<file path="config.mk">
export PLATFORM = sky130hd
export DESIGN_NAME = nibcmd_regif
export DESIGN_NICKNAME = d
export VERILOG_FILES = /design/src/rtl/nibcmd_pkg.sv /design/src/rtl/nibcmd_parser.sv /design/src/rtl/nibcmd_regfile.sv /design/src/rtl/nibcmd_rdport.sv /design/src/rtl/nibcmd_regif.sv
export SDC_FILE = /design/constraint.sdc
export NUM_CORES = 1
export LEC_CHECK = 0
export BUFFER_PORTS_ARGS = -buffer_cell sky130_fd_sc_hd__buf_2
export CAP_MARGIN = 0
export CORE_MARGIN = 2
export CORE_UTILIZATION = 45
export DETAILED_ROUTE_END_ITERATION = 12
export PLACE_DENSITY = 0.6
export SYNTH_ARGS = -nofsm -noshare
export SYNTH_HDL_FRONTEND = slang
export SYNTH_SLANG_ARGS = --single-unit
</file>
<file path="constraint.sdc">
create_clock -name clk -period 3.96 [get_ports clk]
set_clock_uncertainty 0.15 [all_clocks]
set_input_delay 0.594 -clock clk [delete_from_list [all_inputs] [get_ports clk]]
set_output_delay 0.594 -clock clk [all_outputs]
set_load 0.005 [all_outputs]
</file>
<file path="src/rtl/nibcmd_pkg.sv">
package nibcmd_pkg;
  localparam int NIB_W  = 4;
  localparam int BYTE_W = 2 * NIB_W;
  localparam int ADDR_W = 2 * NIB_W;

  typedef enum logic [NIB_W-1:0] {
    OP_ADDR_LO = 4'h0,
    OP_ADDR_HI = 4'h1,
    OP_DATA_LO = 4'h2,
    OP_DATA_HI = 4'h3,
    OP_READ    = 4'h4
  } op_e;

  localparam logic [ADDR_W-1:0] ADR_ID      = 8'h00;
  localparam logic [ADDR_W-1:0] ADR_SCRATCH = 8'h01;
  localparam logic [ADDR_W-1:0] ADR_MODE    = 8'h02;
  localparam logic [ADDR_W-1:0] ADR_GP_BASE = 8'h03;
endpackage

</file>
<file path="src/rtl/nibcmd_parser.sv">
module nibcmd_parser
  import nibcmd_pkg::*;
(
  input  logic              clk,
  input  logic              rst_n,
  input  logic              fire,
  input  logic [BYTE_W-1:0] cmd_byte,
  output logic [ADDR_W-1:0] addr_q,
  output logic              wr_en,
  output logic [BYTE_W-1:0] wr_data,
  output logic              rd_req
);
  logic [NIB_W-1:0]  op;
  logic [NIB_W-1:0]  nib;
  logic [NIB_W-1:0]  lo_q;
  logic [NIB_W-1:0]  lo_d;
  logic [ADDR_W-1:0] addr_d;
  logic              addr_en;
  logic              lo_en;

  assign op  = cmd_byte[BYTE_W-1:NIB_W];
  assign nib = cmd_byte[NIB_W-1:0];

  // Next-state decode of one accepted command
  always_comb begin
    addr_d  = addr_q;
    lo_d    = lo_q;
    addr_en = 1'b0;
    lo_en   = 1'b0;
    wr_en   = 1'b0;
    rd_req  = 1'b0;
    if (fire) begin
      case (op)
        OP_ADDR_LO: begin
          addr_d[NIB_W-1:0] = nib;
          addr_en           = 1'b1;
        end
        OP_ADDR_HI: begin
          addr_d[ADDR_W-1:NIB_W] = nib;
          addr_en                = 1'b1;
        end
        OP_DATA_LO: begin
          lo_d  = nib;
          lo_en = 1'b1;
        end
        OP_DATA_HI: begin
          wr_en   = 1'b1;
          addr_d  = addr_q + {{(ADDR_W-1){1'b0}}, 1'b1};
          addr_en = 1'b1;
        end
        OP_READ: begin
          rd_req = 1'b1;
        end
        default: begin
          addr_en = 1'b0;
        end
      endcase
    end
  end

  assign wr_data = {nib, lo_q};

  always_ff @(posedge clk or negedge rst_n) begin
    if (!rst_n) begin
      addr_q <= '0;
      lo_q   <= '0;
    end else begin
      if (addr_en) addr_q <= addr_d;
      if (lo_en)   lo_q   <= lo_d;
    end
  end
endmodule

</file>
<file path="src/rtl/nibcmd_regfile.sv">
module nibcmd_regfile
  import nibcmd_pkg::*;
#(
  parameter logic [7:0] ID_VALUE = 8'h5C,
  parameter int         NUM_GP   = 4
) (
  input  logic              clk,
  input  logic              rst_n,
  input  logic              wr_en,
  input  logic [ADDR_W-1:0] wr_addr,
  input  logic [BYTE_W-1:0] wr_data,
  input  logic [ADDR_W-1:0] rd_addr,
  output logic [BYTE_W-1:0] rd_data,
  output logic [BYTE_W-1:0] mode_q
);
  logic [BYTE_W-1:0] scratch_q;
  logic [BYTE_W-1:0] gp_q [NUM_GP];
  logic [NUM_GP-1:0] gp_en;
  logic              scratch_en;
  logic              mode_en;

  assign scratch_en = wr_en && (wr_addr == ADR_SCRATCH);
  assign mode_en    = wr_en && (wr_addr == ADR_MODE);

  for (genvar g = 0; g < NUM_GP; g++) begin : g_slot
    localparam logic [ADDR_W-1:0] SLOT = ADR_GP_BASE + ADDR_W'(g);
    assign gp_en[g] = wr_en && (wr_addr == SLOT);
  end

  always_ff @(posedge clk or negedge rst_n) begin
    if (!rst_n) begin
      scratch_q <= '0;
      mode_q    <= '0;
    end else begin
      if (scratch_en) scratch_q <= wr_data;
      if (mode_en)    mode_q    <= wr_data;
    end
  end

  always_ff @(posedge clk or negedge rst_n) begin
    if (!rst_n) begin
      for (int i = 0; i < NUM_GP; i++) gp_q[i] <= '0;
    end else begin
      for (int i = 0; i < NUM_GP; i++) begin
        if (gp_en[i]) gp_q[i] <= wr_data;
      end
    end
  end

  // Read multiplexer; unmapped addresses return zero
  always_comb begin
    rd_data = '0;
    if (rd_addr == ADR_ID)      rd_data = ID_VALUE;
    if (rd_addr == ADR_SCRATCH) rd_data = scratch_q;
    if (rd_addr == ADR_MODE)    rd_data = mode_q;
    for (int i = 0; i < NUM_GP; i++) begin
      if (rd_addr == ADR_GP_BASE + ADDR_W'(i)) rd_data = gp_q[i];
    end
  end
endmodule

</file>
<file path="src/rtl/nibcmd_rdport.sv">
module nibcmd_rdport
  import nibcmd_pkg::*;
(
  input  logic              clk,
  input  logic              rst_n,
  input  logic              rd_req,
  input  logic [BYTE_W-1:0] rd_word,
  input  logic              rd_ready,
  output logic              rd_valid,
  output logic [BYTE_W-1:0] rd_data
);
  logic valid_d;
  logic data_en;

  always_comb begin
    data_en = rd_req;
    if (rd_req)                     valid_d = 1'b1;
    else if (rd_valid && !rd_ready) valid_d = 1'b1;
    else                            valid_d = 1'b0;
  end

  always_ff @(posedge clk or negedge rst_n) begin
    if (!rst_n) begin
      rd_valid <= 1'b0;
      rd_data  <= '0;
    end else begin
      rd_valid <= valid_d;
      if (data_en) rd_data <= rd_word;
    end
  end
endmodule

</file>
<file path="src/rtl/nibcmd_regif.sv">
module nibcmd_regif
  import nibcmd_pkg::*;
#(
  parameter logic [7:0] ID_VALUE = 8'h5C,
  parameter int         NUM_GP   = 4
) (
  input  logic       clk,
  input  logic       rst_n,
  input  logic       cmd_valid,
  output logic       cmd_ready,
  input  logic [7:0] cmd_byte,
  output logic       rd_valid,
  input  logic       rd_ready,
  output logic [7:0] rd_data,
  output logic [7:0] mode_q
);
  logic              fire;
  logic [ADDR_W-1:0] cur_addr;
  logic              wr_en;
  logic [BYTE_W-1:0] wr_data;
  logic              rd_req;
  logic [BYTE_W-1:0] rd_word;

  // A read waits while the previous result is still unconsumed
  assign cmd_ready = !((cmd_byte[BYTE_W-1:NIB_W] == OP_READ) && rd_valid);
  assign fire      = cmd_valid && cmd_ready;

  nibcmd_parser u_parse (
    .clk      (clk),
    .rst_n    (rst_n),
    .fire     (fire),
    .cmd_byte (cmd_byte),
    .addr_q   (cur_addr),
    .wr_en    (wr_en),
    .wr_data  (wr_data),
    .rd_req   (rd_req)
  );

  nibcmd_regfile #(
    .ID_VALUE (ID_VALUE),
    .NUM_GP   (NUM_GP)
  ) u_regs (
    .clk     (clk),
    .rst_n   (rst_n),
    .wr_en   (wr_en),
    .wr_addr (cur_addr),
    .wr_data (wr_data),
    .rd_addr (cur_addr),
    .rd_data (rd_word),
    .mode_q  (mode_q)
  );

  nibcmd_rdport u_rd (
    .clk      (clk),
    .rst_n    (rst_n),
    .rd_req   (rd_req),
    .rd_word  (rd_word),
    .rd_ready (rd_ready),
    .rd_valid (rd_valid),
    .rd_data  (rd_data)
  );
endmodule

</file>
== Word-level counts from Yosys, hierarchy flattened ==
Cells that the tools add are included.

* Flip-flop bits (word level): 69

* Add/subtract/negate cells: 1
* Multiplexer cells: 19
* Reductions and logical operators: 19
* Equality and inequality tests: 10

{| class="wikitable"
|+ Operator list
! operator !! number
|-
| $mux 8 || 6
|-
| $eq 8x3->1 const B || 3
|-
| $eq 8x2->1 const B || 2
|-
| $pmux 4 s2 || 2
|-
| $mux 1 || 10
|-
| $logic_and 1x1->1 || 9
|-
| $reduce_and 3->1 || 3
|-
| $add 8x1->8 const B || 1
|-
| $eq 4x2->1 const B || 2
|-
| $eq 8x1->1 const B || 1
|-
| $logic_not 8->1 || 1
|-
| $mux 7 || 1
|-
| $eq 4x1->1 const B || 1
|-
| $eq 4x3->1 const B || 1
|-
| $logic_not 4->1 || 1
|-
| $reduce_bool 2->1 || 2
|-
| $reduce_or 3->1 || 1
|-
| $logic_not 1->1 || 2
|}

== Depth between registers and ports, before layout ==
* Word-level depth: 8
* Depth in mapped cells: 8
* Gate-level depth less buffers: 6

== Hierarchy ==
From an unflattened synthesis, not the netlist that was laid out.

* Cell total of the unflattened synthesis: 277
* Area, all modules: 3572.2 sq um

{| class="wikitable"
|+ Modules (own cells, without submodules)
! module !! cells each !! times used !! area an instance (sq um) !! seq. area each (sq um)
|-
| nibcmd_regfile || 176 || 1 || 2426.1 || 1201.2
|-
| nibcmd_parser || 76 || 1 || 740.7 || 300.3
|-
| nibcmd_rdport || 20 || 1 || 369.1 || 225.2
|-
| nibcmd_regif || 5 || 1 || 36.3 || 0.0
|}

== Least setup slack after synthesis ==
No wires, ideal clock.

* Kind: input -> register
* Start point: in cmd_byte[7]
* End point: reg u_regs.gp_q[0] (netlist bit)
* Data required time: 3.685 ns
* Library setup time: 0.125 ns
* Setup slack: 1.813 ns
* Arrival: 1.872 ns
* Path buffers: 1
* Cell stages on the path: 5
* Cells stage by stage: nor3b_1 and4bb_2 buf_6 nand3_4 mux2_2

* Word-level cells in the longest chain between the ends: 6

{| class="wikitable"
|+ Ends and longest elaborated chain
! element !! line !! source
|-
| start: declaration || nibcmd_regif.sv:11 || <nowiki>input logic [7:0] cmd_byte,</nowiki>
|-
| $eq 4x3->1 || nibcmd_regif.sv:25 || <nowiki>assign cmd_ready = !((cmd_byte[BYTE_W-1:NIB_W] == OP_READ) && rd_valid);</nowiki>
|-
| $logic_and 1x1->1 || nibcmd_regif.sv:25 ||
|-
| $logic_not 1->1 || nibcmd_regif.sv:25 ||
|-
| $logic_and 1x1->1 || nibcmd_regif.sv:26 || <nowiki>assign fire = cmd_valid && cmd_ready;</nowiki>
|-
| $mux 1 * || nibcmd_parser.sv:32 || <nowiki>if (fire) begin</nowiki>
|-
| $logic_and 1x1->1 * || nibcmd_regfile.sv:27 || <nowiki>assign gp_en[g] = wr_en && (wr_addr == SLOT);</nowiki>
|-
| end signal: indexed assignment || nibcmd_regfile.sv:45 || <nowiki>if (gp_en[i]) gp_q[i] <= wr_data;</nowiki>
|-
| end: declaration || nibcmd_regfile.sv:17 || <nowiki>logic [BYTE_W-1:0] gp_q [NUM_GP];</nowiki>
|}

Mark *: on every way between the ends. The rest lies on a longest branch, timed or not.
A chain may end at the register's enable or synchronous reset.

== Final worst setup path ==
* Start point: reg u_parse.addr_q[1]
* End point: reg u_rd.rd_data[7]

* Word-level cells in the longest chain between the ends: 7

{| class="wikitable"
|+ Ends and longest elaborated chain
! element !! line !! source
|-
| start: declaration || nibcmd_parser.sv:8 || <nowiki>output logic [ADDR_W-1:0] addr_q,</nowiki>
|-
| start signal: assignment || nibcmd_parser.sv:68 || <nowiki>if (addr_en) addr_q <= addr_d;</nowiki>
|-
| $eq 8x1->1 || nibcmd_regfile.sv:54 || <nowiki>if (rd_addr == ADR_SCRATCH) rd_data = scratch_q;</nowiki>
|-
| $mux 8 || nibcmd_regfile.sv:54 ||
|-
| $mux 8 || nibcmd_regfile.sv:55 || <nowiki>if (rd_addr == ADR_MODE) rd_data = mode_q;</nowiki>
|-
| $mux 8 (3 in series) || nibcmd_regfile.sv:57 || <nowiki>if (rd_addr == ADR_GP_BASE + ADDR_W'(i)) rd_data = gp_q[i];</nowiki>
|-
| $mux 8 * || nibcmd_regfile.sv:57 ||
|-
| end signal: assignment || nibcmd_rdport.sv:28 || <nowiki>if (data_en) rd_data <= rd_word;</nowiki>
|-
| end: declaration || nibcmd_rdport.sv:10 || <nowiki>output logic [BYTE_W-1:0] rd_data</nowiki>
|}

Marks and branches as above.

==> report_table.html <==
<table>
<tr><th>Metric</th><th>Value</th></tr>
<tr><th colspan="2">Run status</th></tr>
<tr><td>Run status</td><td>finished clean</td></tr>
<tr><th colspan="2">Logic synthesis</th></tr>
<tr><td>Number of synthesized register bits</td><td>69</td></tr>
<tr><td>Avg Cell Area, Syn</td><td>11.5 um2</td></tr>
<tr><td>Unique cell type count in the Yosys netlist</td><td>48</td></tr>
<tr><td>Count of flip-flops with a built-in enable after synthesis</td><td>0</td></tr>
<tr><td>Netlist area before placement</td><td>3460 um2</td></tr>
<tr><td>Yosys synthesis warning count</td><td>0</td></tr>
<tr><td>Post-synthesis net count</td><td>317</td></tr>
<tr><td>Cell type contributing the most total cell area after synthesis</td><td>dfrtp_1</td></tr>
<tr><td>Cells after Synth</td><td>301</td></tr>
<tr><td>Portion of the post-synthesis area used by sequential elements</td><td>0.499</td></tr>
<tr><td>Proportion of netlist area held by the largest area contributor</td><td>0.499</td></tr>
<tr><td>Area contributors post-synth</td><td>dfrtp_1 (50%), mux2_2 (17%), nand2_1 (3.0%)</td></tr>
<tr><td>Most used flip-flop cell after synthesis</td><td>dfrtp_1</td></tr>
<tr><td>Fraction of registers with async set/reset</td><td>1.00</td></tr>
<tr><th colspan="2">Finish</th></tr>
<tr><td>N_diodes</td><td>0</td></tr>
<tr><td>Area growth, synth to finish</td><td>12.6%</td></tr>
<tr><td>Post-layout nets</td><td>344</td></tr>
<tr><td>Count of filler cells inserted in the layout</td><td>691</td></tr>
<tr><td>Fraction of final layout cells sized beyond drive strength 1</td><td>0.327</td></tr>
<tr><td>Most common cell after layout, fill and taps aside</td><td>dfrtp_1</td></tr>
<tr><td>Leading cell types in the layout, fill and taps excluded</td><td>dfrtp_1 (69), mux2_2 (53), buf_2 (29)</td></tr>
<tr><th colspan="2">GRT</th></tr>
<tr><td>Via count of the first global-routing pass</td><td>2436</td></tr>
<tr><td>Pin count of the biggest net entering global routing</td><td>45</td></tr>
<tr><td>Total overflow reported by the global router</td><td>0</td></tr>
<tr><td>Initial antenna violation count</td><td>0</td></tr>
<tr><td>GRT Resource Usage Total</td><td>0.211</td></tr>
<tr><td>Wire length of the first global-routing pass</td><td>13.4 mm</td></tr>
<tr><th colspan="2">Worst setup path</th></tr>
<tr><td>Bufs and invs on worst path</td><td>1</td></tr>
<tr><td>Crit path arrival time</td><td>2.66 ns</td></tr>
<tr><td>Critical Path Fanout Max</td><td>20</td></tr>
<tr><td>Crit path capture type</td><td>flip-flop</td></tr>
<tr><td>Delay of the slowest cell on the worst path</td><td>0.76 ns</td></tr>
<tr><td>Highest-delay cell along the critical path</td><td>ha_1</td></tr>
<tr><td>Number of cells on the worst reg-to-reg path</td><td>6</td></tr>
<tr><td>Kind of critical path</td><td>reg -&gt; reg</td></tr>
<tr><td>Data required, critical path</td><td>4.09 ns</td></tr>
<tr><td>Ordered list of cells on the worst path</td><td>inv_1 &gt; ha_1 &gt; nor2b_1 &gt; a221oi_1 &gt; o31a_1 &gt; o211ai_1</td></tr>
<tr><td>Critical path launch point type</td><td>flip-flop</td></tr>
<tr><td>Largest delay share family, worst path</td><td>adder cells</td></tr>
<tr><td>Stages on worst setup path</td><td>6</td></tr>
<tr><th colspan="2">CTS</th></tr>
<tr><td>Post-cts resize count</td><td>0</td></tr>
<tr><td>H-tree Lvls</td><td>3</td></tr>
<tr><td>Post-CTS repair timing setup buffer count</td><td>0</td></tr>
<tr><td>Buffer levels on the longest clock path</td><td>2</td></tr>
<tr><td>Number of buffers added by the clock tree synthesis step</td><td>9</td></tr>
<tr><td>Worst-Skew Late Latency</td><td>0.36 ns</td></tr>
<tr><td>Clock root buffer</td><td>clkbuf_8</td></tr>
<tr><td>Number of sinks on the clock net</td><td>69</td></tr>
<tr><td>Clock slew seen by the registers of the worst setup and hold paths</td><td>0.08 ns</td></tr>
<tr><td>Number of buffers inserted for hold repair after clock tree synthesis</td><td>0</td></tr>
<tr><td>TritonCTS clock tree</td><td>done</td></tr>
<tr><th colspan="2">Place</th></tr>
<tr><td>Number of buffers added on ports</td><td>29</td></tr>
<tr><td>Routability-driven placement congestion ratio</td><td>0.775</td></tr>
<tr><td>DPL Wire Length</td><td>5.51 mm</td></tr>
<tr><td>Worst setup timing slack at the placement stage</td><td>1.34 ns</td></tr>
<tr><th colspan="2">Flow run</th></tr>
<tr><td>Number of max-cap violations</td><td>0</td></tr>
<tr><th colspan="2">Timing</th></tr>
<tr><td>Minimum clock period after layout</td><td>2.54 ns</td></tr>
<tr><td>Final worst setup slack</td><td>1.42 ns</td></tr>
<tr><td>Worst rel slew slack</td><td>0.391</td></tr>
<tr><td>Final hold viol count</td><td>0</td></tr>
<tr><td>Final setup violating endpoints</td><td>0</td></tr>
<tr><td>Slew at the pin with the worst max-slew slack</td><td>0.913 ns</td></tr>
<tr><td>Setup TNS</td><td>0 ns</td></tr>
<tr><td>Share of the clock period used by the worst path</td><td>0.641</td></tr>
<tr><td>RSZ-0062 raised after global routing</td><td>false</td></tr>
<tr><td>Number of max-slew violations in the final report</td><td>0</td></tr>
<tr><td>Max frequency</td><td>0.394 GHz</td></tr>
<tr><th colspan="2">Floorplan</th></tr>
<tr><td>Die height</td><td>91.7 um</td></tr>
<tr><td>Core area</td><td>7370 um2</td></tr>
<tr><td>Initial Util</td><td>0.470</td></tr>
<tr><td>FP Rows</td><td>31</td></tr>
<tr><td>Area of the die</td><td>8410 um2</td></tr>
<tr><td>Number of ports placed on the die boundary</td><td>30</td></tr>
<tr><td>Die width</td><td>91.7 um</td></tr>
<tr><th colspan="2">Min path</th></tr>
<tr><td>Kind of path behind the tightest hold check</td><td>in -&gt; async</td></tr>
<tr><th colspan="2">Route</th></tr>
<tr><td>Total length of routed wires</td><td>8.28 mm</td></tr>
<tr><td>Number of DRC violations after detailed-routing iteration 0</td><td>160</td></tr>
<tr><td>Antenna Nets Post-Route</td><td>0</td></tr>
<tr><td>Total iterations of the first detailed-routing run</td><td>4</td></tr>
<tr><td>Routed vias</td><td>2520</td></tr>
<tr><td>Detailed-route wire length per cell</td><td>19.2 um</td></tr>
<tr><td>DRC viols</td><td>0</td></tr>
<tr><td>Vias per std cell</td><td>5.83</td></tr>
<tr><th colspan="2">Power and ir drop</th></tr>
<tr><td>Pwr/cell area</td><td>441 nW/um2</td></tr>
<tr><td>Leak Pwr</td><td>1.85 nW</td></tr>
<tr><td>VDD IR-drop max</td><td>0.000186 V</td></tr>
</table>
[per-layer routing]
metal,up-vias,track usage,share of wire
met5,-,0,0
met4,0,0.0759,0.021
met3,16,0.0534,0.052
met2,61,0.298,0.45
met1,1272,0.311,0.48
li1,1171,-,-
[logic make-up (layout without fill, tap and decap cells)]
| group | count (synthesis) | count (layout) | synth area share |
|---|---|---|---|
| DFF | 69 | 69 | 0.499 |
| muxes | 56 | 56 | 0.181 |
| AOI/OAI and AO/OA | 66 | 66 | 0.132 |
| adders and majority gates | 4 | 4 | 0.0145 |
| and+or+nand+nor | 80 | 80 | 0.143 |
| buffers and inverters | 26 | 58 | 0.0307 |
[cell type report]
| class | instances | area (um2) | share of cell area |
|---|---|---|---|
| well taps | 99 | 124 | 0.0318 |
| inverters | 9 | 33.8 | 0.00867 |
| multi-input cells | 206 | 1640 | 0.420 |
| repair buffers | 33 | 175 | 0.0449 |
| clock buffers | 13 | 159 | 0.0408 |
| flip-flops and latches | 69 | 1730 | 0.443 |
| clock inverters | 3 | 43.8 | 0.0112 |
[sequential cells by signal (all words and copies together), names as in the netlist]
register / cells
u_regs.gp_q: 32
u_parse.addr_q: 8
u_rd.rd_data: 8
u_regs.mode_q: 8
u_regs.scratch_q: 8
u_parse.lo_q: 4
u_rd.rd_valid: 1
[through the flow]
| step | instances | hold slack [ns] | util | power, mW | cell area [um2] |
|---|---|---|---|---|---|
| 5_1_grt | 432 | 0.119 | 0.529 | 1.81 | 3900 |
| 4_1_cts | 432 | 0.110 | 0.529 | 1.73 | 3900 |
| 3_5_place_dp | 416 | 0.319 | 0.501 | 1.14 | 3690 |
| 6_report | 432 | 0.0826 | 0.529 | 1.72 | 3900 |
| 3_3_place_gp | 416 | 0.307 | 0.501 | 1.13 | 3690 |
| 2_1_floorplan | 301 | 0.148 | - | 1.02 | 3460 |
[final timing paths]
kind	startpoint	end	slack, ns
setup / recovery	u_parse.addr_q[1]	u_rd.rd_data[7]	1.42
hold / removal	rst_n	u_parse.addr_q[4]	0.08
setup reg to reg	u_parse.addr_q[1]	u_rd.rd_data[7]	1.42
hold reg to reg	u_rd.rd_data[3]	u_rd.rd_data[3]	0.33
max in group asynchronous	rst_n	u_rd.rd_valid	2.57
min in group clk	rd_ready	u_rd.rd_valid	0.27
[power by group]
part           leakage [nW]  internal, mW  total, mW  switching (mW)
clock                 0.104         0.326      0.596           0.270
sequential            0.938         0.739      0.799          0.0595
combinational         0.807         0.123      0.325           0.202
total                  1.85          1.19       1.72           0.531
[synthesized netlist by cell type, types with 5 or more instances]
cell      number
dfrtp_1       69
mux2_2        53
nand2_1       28
clkbuf_1      13
o21ai_0       12
a21oi_1       11
inv_1          9
nor2b_1        9
nand3_1        8
o22a_1         6
nand3b_1       5
nor3b_1        5
o221ai_1       5
(Power assumes the default switching activity.)
